--- config.mk ---
export PLATFORM = sky130hd
export DESIGN_NAME = nuc_unpacker
export DESIGN_NICKNAME = d
export VERILOG_FILES = /design/src/rtl/nuc_unpack_pkg.sv /design/src/rtl/nuc_field_sel.sv /design/src/rtl/nuc_unpack_ctrl.sv /design/src/rtl/nuc_unpacker.sv
export SDC_FILE = /design/constraint.sdc
export NUM_CORES = 1
export LEC_CHECK = 0
export BUFFER_PORTS_ARGS = -buffer_cell sky130_fd_sc_hd__buf_4
export CORE_MARGIN = 4
export CORE_UTILIZATION = 36
export DETAILED_ROUTE_END_ITERATION = 16
export PLACE_DENSITY_LB_ADDON = 0.3
export RECOVER_POWER = 25
export SYNTH_ARGS = -nofsm -noshare
export SYNTH_HDL_FRONTEND = slang
export SYNTH_HIERARCHICAL = 1
export SYNTH_SLANG_ARGS = --single-unit
export TNS_END_PERCENT = 5
--- constraint.sdc ---
create_clock -name clk -period 2.1 [get_ports clk]
set_input_delay 0 -clock clk [delete_from_list [all_inputs] [get_ports clk]]
set_output_delay 0 -clock clk [all_outputs]
set_load 0.005 [all_outputs]
--- src/rtl/nuc_unpack_pkg.sv ---
package nuc_unpack_pkg;
    typedef enum logic {
        ST_IDLE,
        ST_EMIT
    } unpack_state_e;
endpackage

--- src/rtl/nuc_field_sel.sv ---
module nuc_field_sel #(
    parameter int WORD_W  = 32,
    parameter int FIELD_W = 4,
    localparam int FIELDS = WORD_W / FIELD_W,
    localparam int IDX_W  = $clog2(FIELDS)
) (
    input  logic [WORD_W-1:0]  word_i,
    input  logic [IDX_W-1:0]   idx_i,
    output logic [FIELD_W-1:0] field_o
);
    logic [FIELD_W-1:0] fld [FIELDS];

    for (genvar g = 0; g < FIELDS; g++) begin : g_fld
        assign fld[g] = word_i[g*FIELD_W +: FIELD_W];
    end

    assign field_o = fld[idx_i];
endmodule

--- src/rtl/nuc_unpack_ctrl.sv ---
module nuc_unpack_ctrl
    import nuc_unpack_pkg::*;
#(
    parameter int FIELDS = 8,
    localparam int IDX_W = $clog2(FIELDS)
) (
    input  logic             clk,
    input  logic             rst,
    input  logic             fifo_empty,
    input  logic             out_ready,
    output logic             load,
    output logic             out_valid,
    output logic [IDX_W-1:0] idx
);
    localparam logic [IDX_W-1:0] LAST = IDX_W'(FIELDS - 1);

    unpack_state_e    state_q, state_d;
    logic [IDX_W-1:0] idx_q, idx_d;

    // next state and index
    always_comb begin
        state_d = state_q;
        idx_d   = idx_q;
        unique case (state_q)
            ST_IDLE: begin
                if (!fifo_empty) begin          // LOAD
                    idx_d   = '0;
                    state_d = ST_EMIT;
                end
            end
            ST_EMIT: begin
                if (out_ready) begin
                    if (idx_q != LAST) begin    // STEP
                        idx_d = idx_q + IDX_W'(1);
                    end else if (!fifo_empty) begin  // CHAIN
                        idx_d = '0;
                    end else begin              // DRAIN
                        state_d = ST_IDLE;
                    end
                end                             // HOLD otherwise
            end
            default: state_d = ST_IDLE;
        endcase
    end

    // state register
    always_ff @(posedge clk) begin
        if (rst) begin
            state_q <= ST_IDLE;
            idx_q   <= '0;
        end else begin
            state_q <= state_d;
            idx_q   <= idx_d;
        end
    end

    // outputs
    always_comb begin
        load      = 1'b0;
        out_valid = 1'b0;
        unique case (state_q)
            ST_IDLE: load = !fifo_empty;
            ST_EMIT: begin
                out_valid = 1'b1;
                load      = out_ready && (idx_q == LAST) && !fifo_empty;
            end
            default: ;
        endcase
        if (rst) begin
            load      = 1'b0;
            out_valid = 1'b0;
        end
    end

    assign idx = idx_q;
endmodule

--- src/rtl/nuc_unpacker.sv ---
module nuc_unpacker #(
    parameter int WORD_W  = 32,
    parameter int FIELD_W = 4,
    parameter int CODE_W  = 2
) (
    input  logic              clk,
    input  logic              rst,
    input  logic              fifo_empty,
    input  logic [WORD_W-1:0] fifo_rdata,
    output logic              fifo_rd_en,
    output logic              base_valid,
    input  logic              base_ready,
    output logic [CODE_W-1:0] base_code,
    output logic              base_first
);
    localparam int FIELDS   = WORD_W / FIELD_W;
    localparam int IDX_W    = $clog2(FIELDS);
    localparam int MARK_BIT = CODE_W;

    logic [WORD_W-1:0]  word_q;
    logic [IDX_W-1:0]   idx;
    logic [FIELD_W-1:0] field;
    logic               load;
    logic [FIELD_W-1:MARK_BIT+1] pad_unused;

    nuc_unpack_ctrl #(.FIELDS(FIELDS)) u_ctrl (
        .clk        (clk),
        .rst        (rst),
        .fifo_empty (fifo_empty),
        .out_ready  (base_ready),
        .load       (load),
        .out_valid  (base_valid),
        .idx        (idx)
    );

    always_ff @(posedge clk) begin
        if (rst) begin
            word_q <= '0;
        end else if (load) begin
            word_q <= fifo_rdata;
        end
    end

    nuc_field_sel #(.WORD_W(WORD_W), .FIELD_W(FIELD_W)) u_sel (
        .word_i  (word_q),
        .idx_i   (idx),
        .field_o (field)
    );

    assign fifo_rd_en = load;
    assign base_code  = field[CODE_W-1:0];
    assign base_first = field[MARK_BIT];
    assign pad_unused = field[FIELD_W-1:MARK_BIT+1];
endmodule

==> reports/summary.md, run 1 <==
In this run the standard cell core region covers 3440 sq um. The per-instance average area after synthesis works out to 11.5 sq um. The combined global-route utilization of all metal layers was 0.143.

The final period utilization is 0.923. The floorplan step set the die height to 68.6 microns. TritonCTS created 3 clock buffers. Share of power burned in the clock network: 0.365. In the final timing run, aggregate negative setup slack is 0 ps.

Row generation in the floorplan step produced 21 rows. The run finished with clean final reports. Measured along the x axis, the die boundary spans 68.6 microns. Summed over all cells, the static leakage comes to 0.792 nW. The logic gate share of total power was 0.149.

TritonCTS built the clock tree. The worst slack after detailed placement is 226 ps, and the largest driver fanout on the critical path is 9. In this run the deepest clock path goes through 2 buffers. The net count of the mapped netlist was 153; the synthesized instance count was 115. The post-route minimum period came out at 1940 ps. STA puts the critical path data required time at 2100 ps. Ratio of cells with drive above 1 in the final layout: 0.256. The signal on the critical path passes through clkbuf_2 > mux4_1 > mux2_2 > clkbuf_4. The master cell of the clock root buffer was clkbuf_8. The critical path data arrival time is 1940 ps, and the switching power is 0.249 mW.

The run gives 0 as the post-CTS setup buffer count. The worst setup path is captured at an output port. The logs give 0 for the number of gates given a new drive strength after cts and 2.03 mm for the post-detailed-placement half-perimeter wirelength. Setup repair after global routing left no endpoint under its margin. 0 antenna diodes ended up in the layout. Setup violations remaining at the end of the flow were counted as 0.

Once placement completed, the tool counted placed cells totaling 189. Relative to the synthesized area, the layout overhead comes to 42.6%. The number of pins exceeding their max-slew limit in the final report came out at 0. The level count of the clock H-tree was 1. Summing internal, switching and leakage power gives 1.17 mW.

The switching power share of the total works out to 0.213. The final core area utilization is 0.548. The filler cells instantiated in the layout total 314. Number of antenna violations at the first check in global routing: 0.

The smallest setup slack after layout came out at 162 ps. The critical path buffer and inverter count was 2; the worst stage delay on the critical path was 600 ps. The starting density of the core is 0.384, and the number of DRC violations after detailed-routing iteration 0 is 59. The actual transition at the worst max-transition pin came out at 340 ps.

The class of the most critical hold timing path was in2reg. The worst setup path is of the reg2out kind. The peak supply drop is 0.284 mV.

Headroom to the max-slew limit: 0.773. Among all stages on the critical path, the largest delay is contributed by mux4_1. Yosys printed 6 warnings. The global-route wire length before repair came out at 4.93 mm. The highest clock rate came out at 0.516 GHz. The clock reaches the later pin of the worst-skew pair after 280 ps.

Entering global routing, the biggest net connects 31 pins. The average wire per cell in the routed design works out to 13.4 microns. The tools report the kind of launch point of the worst setup path as a register.

The floorplan die area was 4710 sq um; the number of global-route vias before repair was 1105. The internal power of the cells is 0.919 mW. The wire length reported by the detailed router was 2.92 mm; the number of buffer cells added on primary ports was 32. The register share of total power was 0.486.

The clock drives 28 sinks. Count of hold buffers inserted by post-cts repair: 25. Summing every instance area after synthesis gives 1320 sq um.

In this run the power density over the cells is 619 nW/um^2. The tools report the filler-free cell count of the finished design as 218. For this run, the post-layout net count is 211.

Using the TritonRoute via totals, the vias-per-cell ratio works out to 4.80. The clock input transition at the sequential cells of the worst setup and hold paths works out to 100 ps. The tools report the detailed-route DRC error count as 0. The number of antenna-violating nets in the routed design was 0. Across the routed clock network, the largest skew measured is 1.97 ps.

Global routing finished with a remaining overflow of 0. The number of max-cap violations was 0; the I/O pin count was 41. The total count of hold-check failures in the final report was 0.

Before antenna repair, the detailed router went through 4 iterations. On the critical path the largest part of the delay comes from multiplexers. Detailed routing inserted a total of 1047 vias. The placer congestion estimate is 0.798.
power by group through the flow:
stage	Combinational [mW]	Sequential [mW]	Clock, mW
finish	0.174	0.567	0.427
global route	0.192	0.570	0.458
CTS	0.176	0.567	0.436
detailed placement	0.139	0.580	0
global placement	0.134	0.578	0
floorplan	0.0879	0.574	0
layout make-up:
class / instances / area (sq um) / area share
clock inverter: 1 / 30.0 / 0.0159
clock buffer: 3 / 41.3 / 0.0219
inverter: 1 / 3.75 / 0.00199
sequential: 28 / 561 / 0.297
multi-input combinational: 77 / 671 / 0.356
tap: 46 / 57.6 / 0.0305
timing repair buffer: 62 / 522 / 0.277
sequential cells by signal, summed over array words and instances, names as in the netlist:
register	cells
u_ctrl/state_q	1
word_q	24
u_ctrl/idx	3
placed cells by master (no fill, tap or decap), drive strengths merged, types with 3 or more instances in the layout:
cell type and count:
nor2 25, mux4 6, mux2i 24, mux2 3, buf 32, dlygate4sd3 25, clkbuf 8, o211ai 3
a21oi 4, dfxtp 28
tightest hold or removal path, cell delays in order:
cell	delay, ps
buf_4	100
nand2_1	100
nand2_1	80
a21oi_1	60
layer usage:
| metal | vias to the layer above | track usage | part of all wire |
|---|---|---|---|
| met5 | - | 0 | 0 |
| met4 | 0 | 0.0546 | 0.016 |
| met3 | 5 | 0.0308 | 0.055 |
| met2 | 35 | 0.251 | 0.49 |
| met1 | 481 | 0.169 | 0.44 |
| li1 | 526 | - | - |
stage by stage:
step                      area, sq um  hold WS [ps]
after global routing             1890           105
after CTS                        1890          93.8
final                            1890          97.2
after detailed placement         1570           243
after global placement           1570           234
after floorplan                  1320          26.9
worst paths after layout:
check | from | to | slack [ps] | depth (start not counted)
min reg2reg | word_q[17] | word_q[17] | 500 | 2
max | u_ctrl/idx[0] | base_first | 160 | 4
min | base_ready | u_ctrl/state_q | 100 | 4
max reg2reg | u_ctrl/idx[1] | word_q[5] | 250 | 7
Note: power is estimated with default switching activity, not from simulation.
==> inputs of run 2 (changes only) <==
- SKIP_LAST_GASP: default -> 1
- SYNTH_HIERARCHICAL: 1 -> default
==> run 2 against run 1 <==
  * Combinational power increased by 15%
  * Via count increased by 9.1%
  * Clock power decreased by 2%
  * Sequential share of layout area decreased by 0.88 points
  * Worst hold slack improved by 76 ps
  * Count of clock-buffer cells in the layout unchanged
  * Total power increased by 2.4%
  * Cell count increased by 7.3%
  * Critical path type unchanged
  * Critical endpoint is now fifo_rd_en
  * Highest routed layer unchanged
==> reports/summary.md, run 2 <==
Synthesized instance count: 132. Clock-pin slew was measured on the worst setup and hold paths at 100 ps. Signed area change from the synthesized netlist to the final layout: 43.0%. The run finished with clean final reports.

For this run, the detailed router's first-pass iteration total came to 4. The count of cell types in the netlist is 22, and the post-route minimum period is 1890 ps. The worst stage delay on the critical path came out at 440 ps. The number of buffers and inverters on the critical path is 3. The per-instance average area after synthesis works out to 10.3 sq um. The worst hold margin came out at 173 ps. The headroom to the max-slew limit was 0.704. The clock network latency to the later pin of the worst-skew pair is 270 ps, and the number of DRC violations after detailed-routing iteration 0 is 35. For this design, the slowest cell found on the critical path is or3_4. The number of global-route vias before repair was 1222.

The net count of the mapped netlist is 170. For this run, the post-layout net count is 225. The static power due to leakage came out at 0.872 nW. The library cells used most frequently in the layout, excluding fill and tap cells, are buf_4, dfxtp_1, dlygate4sd3_1, inv_1, o211ai_1.

The count of buffers added on input and output ports is 32. Wires add up to 3.06 mm. The antenna cell count is 0. The largest area contributor in the netlist was dfxtp_1.

The clock passes through at most 2 buffers. The level count of the clock H-tree was 1; the actual transition at the worst max-transition pin was 443 ps. Setup violations remaining at the end of the flow were counted as 0.

The basic-gate share of the synthesized area counting and, or, nand and nor cells is 0.0451, and the critical path data arrival time is 1890 ps. The die is 69.4 microns tall. The share of cell area taken by muxes after synthesis came out at 0.177.

The signal on the critical path passes through ha_1 > ha_1 > a21boi_1 > or3_4 > buf_4 > inv_2 > buf_4. The xor-xnor portion of the synthesized cell area works out to 0. The peak supply drop was 0.448 mV; the number of antenna violations at the first check in global routing was 0.

Commonest register cell after synthesis: dfxtp_1. The detailed-route DRC error count is 0. The number of pins exceeding their max-slew limit in the final report is 0, and the sequential share of the synthesized area is 0.413. The largest net degree at the start of global routing came out at 24. The master cell of the clock root buffer is clkbuf_8.

The tree built by TritonCTS fans out to 28 sinks. Counting the buffers created by CTS gives 3. The ratio of cells with drive above 1 in the final layout is 0.344. The die is 69.4 microns wide. Post-synthesis compound-gate area fraction: 0.235.

The most common cell after layout, fill and taps aside is buf_4. The floorplan step defined a die boundary enclosing 4820 sq um. 41 I/O pins were placed. Max-cap violations in this run came to 0. The initialized floorplan defines 22 standard-cell rows. The flop and latch count out of synthesis was 28; the share of async-settable or async-resettable flops after synthesis was 0. The critical path's top delay family is simple AND/OR/NAND/NOR gates. By area, the combinational part of the netlist is dominated by compound AO/OA/AOI/OAI gates. TritonCTS built the clock tree. The worst setup path is of the reg2out kind. The flip-flop count of the largest register, all copies and words added was 24. Between clock sinks in the finished design, the worst skew comes to 8.16 ps. Starting density of the core: 0.371. Once detailed placement completed, the half-perimeter wirelength came to 2.04 mm.

After detailed routing, the average wire length per cell comes to 13.1 microns. The run gives 0 as the total count of hold-check failures in the final report. The commonest cells after synthesis are dfxtp_1, inv_1, o211ai_1.

For the placeable core area, the log shows 3660 sq um. The total via count in the routed design was 1142; the largest driver fanout on the critical path was 13. Yosys attributes the largest share of cell area to dfxtp_1, o211ai_1, mux4_2. The combined area of all synthesized cells came out at 1360 sq um. The tools report the highest clock rate as 0.530 GHz. After routing, the total negative slack on setup checks comes to 0 ps.

The adder and majority cell fraction of the synthesized area came out at 0.0184. Routability-driven placement finished with a final weighted congestion of 0.693. Global routing finished with a remaining overflow of 0. The final period utilization is 0.898.

The synthesis warning total is 0, and the number of fill cells is 327. The combined global-route utilization of all metal layers is 0.133, and the global-route wire length before repair is 5.29 mm. STA classifies the critical path endpoint as an output port.

The class of the most critical hold timing path was in2reg. In this run, synthesis inferred 0 flip-flops with an integrated enable. Setup repair after global routing left no endpoint under its margin. Power spread over the standard cell area amounts to 615 nW/um^2. In the post-synthesis netlist, the cell with the most instances is dfxtp_1. In this run the remaining antenna-violating nets after routing total 0. word_q holds more flip-flops than any other register. Using the TritonRoute via totals, the vias-per-cell ratio works out to 4.88. The share of Yosys cell area claimed by the top area cell type was 0.413; the required time at the worst-slack endpoint was 2100 ps. The worst setup path is launched from a register. Power comes to 1.20 mW.
[run 2: logic make-up after synthesis]
logic type                 count (synthesis)
adders and majority gates                  2
DFF                                       28
buffers and inverters                     34
AOI/OAI and AO/OA                         44
muxes                                     14
and+or+nand+nor                           10
[run 2: worst paths after layout]
kind,slack (ps),end,cells past startpoint,start
worst min register to register,480,word_q[10],2,word_q[10]
worst max register to register,440,word_q[24],6,u_ctrl.idx[1]
worst max-delay path,210,fifo_rd_en,7,u_ctrl.idx[1]
worst min-delay path,170,u_ctrl.state_q,3,fifo_empty
[run 2: worst reg2reg max path, delay by kind of cell, from the launching register on]
kind                     cells  cell delay [ps]
flip-flops                   1              360
AND/OR/NAND/NOR              1              440
adder cells (fa/ha/maj)      2              330
buffers and inverters        1              240
AO/OA/AOI/OAI                2              220
[run 2: timing repair]
action	4_1_cts	5_1_grt
endpoints found under the setup margin	1	0
hold buffers	25	0
resized for setup	1	0
endpoints found under the hold margin	25	0
setup buffers	0	0
[run 2: area by class of cell]
class,instances,area (sq um),share of cell area
Clock buffer,3,41.3,0.0212
Timing Repair Buffer,61,518,0.267
Tap cell,48,60.1,0.0309
Clock inverter,1,30.0,0.0155
Sequential cell,28,561,0.288
Inverter,23,86.3,0.0444
Multi-Input combinational cell,70,647,0.333
[run 2: routing by layer]
layer  track usage  routed length (microns)  vias to the layer above
li1              -                        -                      571
met5             0                        0                        -
met3        0.0406                      130                        2
met2         0.236                     1560                       19
met1         0.154                     1360                      550
met4        0.0325                       17                        0
[run 2: power breakdown]
part / switching, mW / internal (mW)
clock: 0.163 / 0.255
sequential: 0.0152 / 0.562
combinational: 0.0801 / 0.120
[run 2: metrics by stage]
stage,util,instance area (sq um),instances,worst slack (ps)
floorplan,-,1360,132,542
global placement,0.443,1620,205,197
detailed placement,0.443,1620,205,136
CTS,0.532,1950,234,180
global route,0.531,1940,234,95.9
finish,0.531,1940,234,214
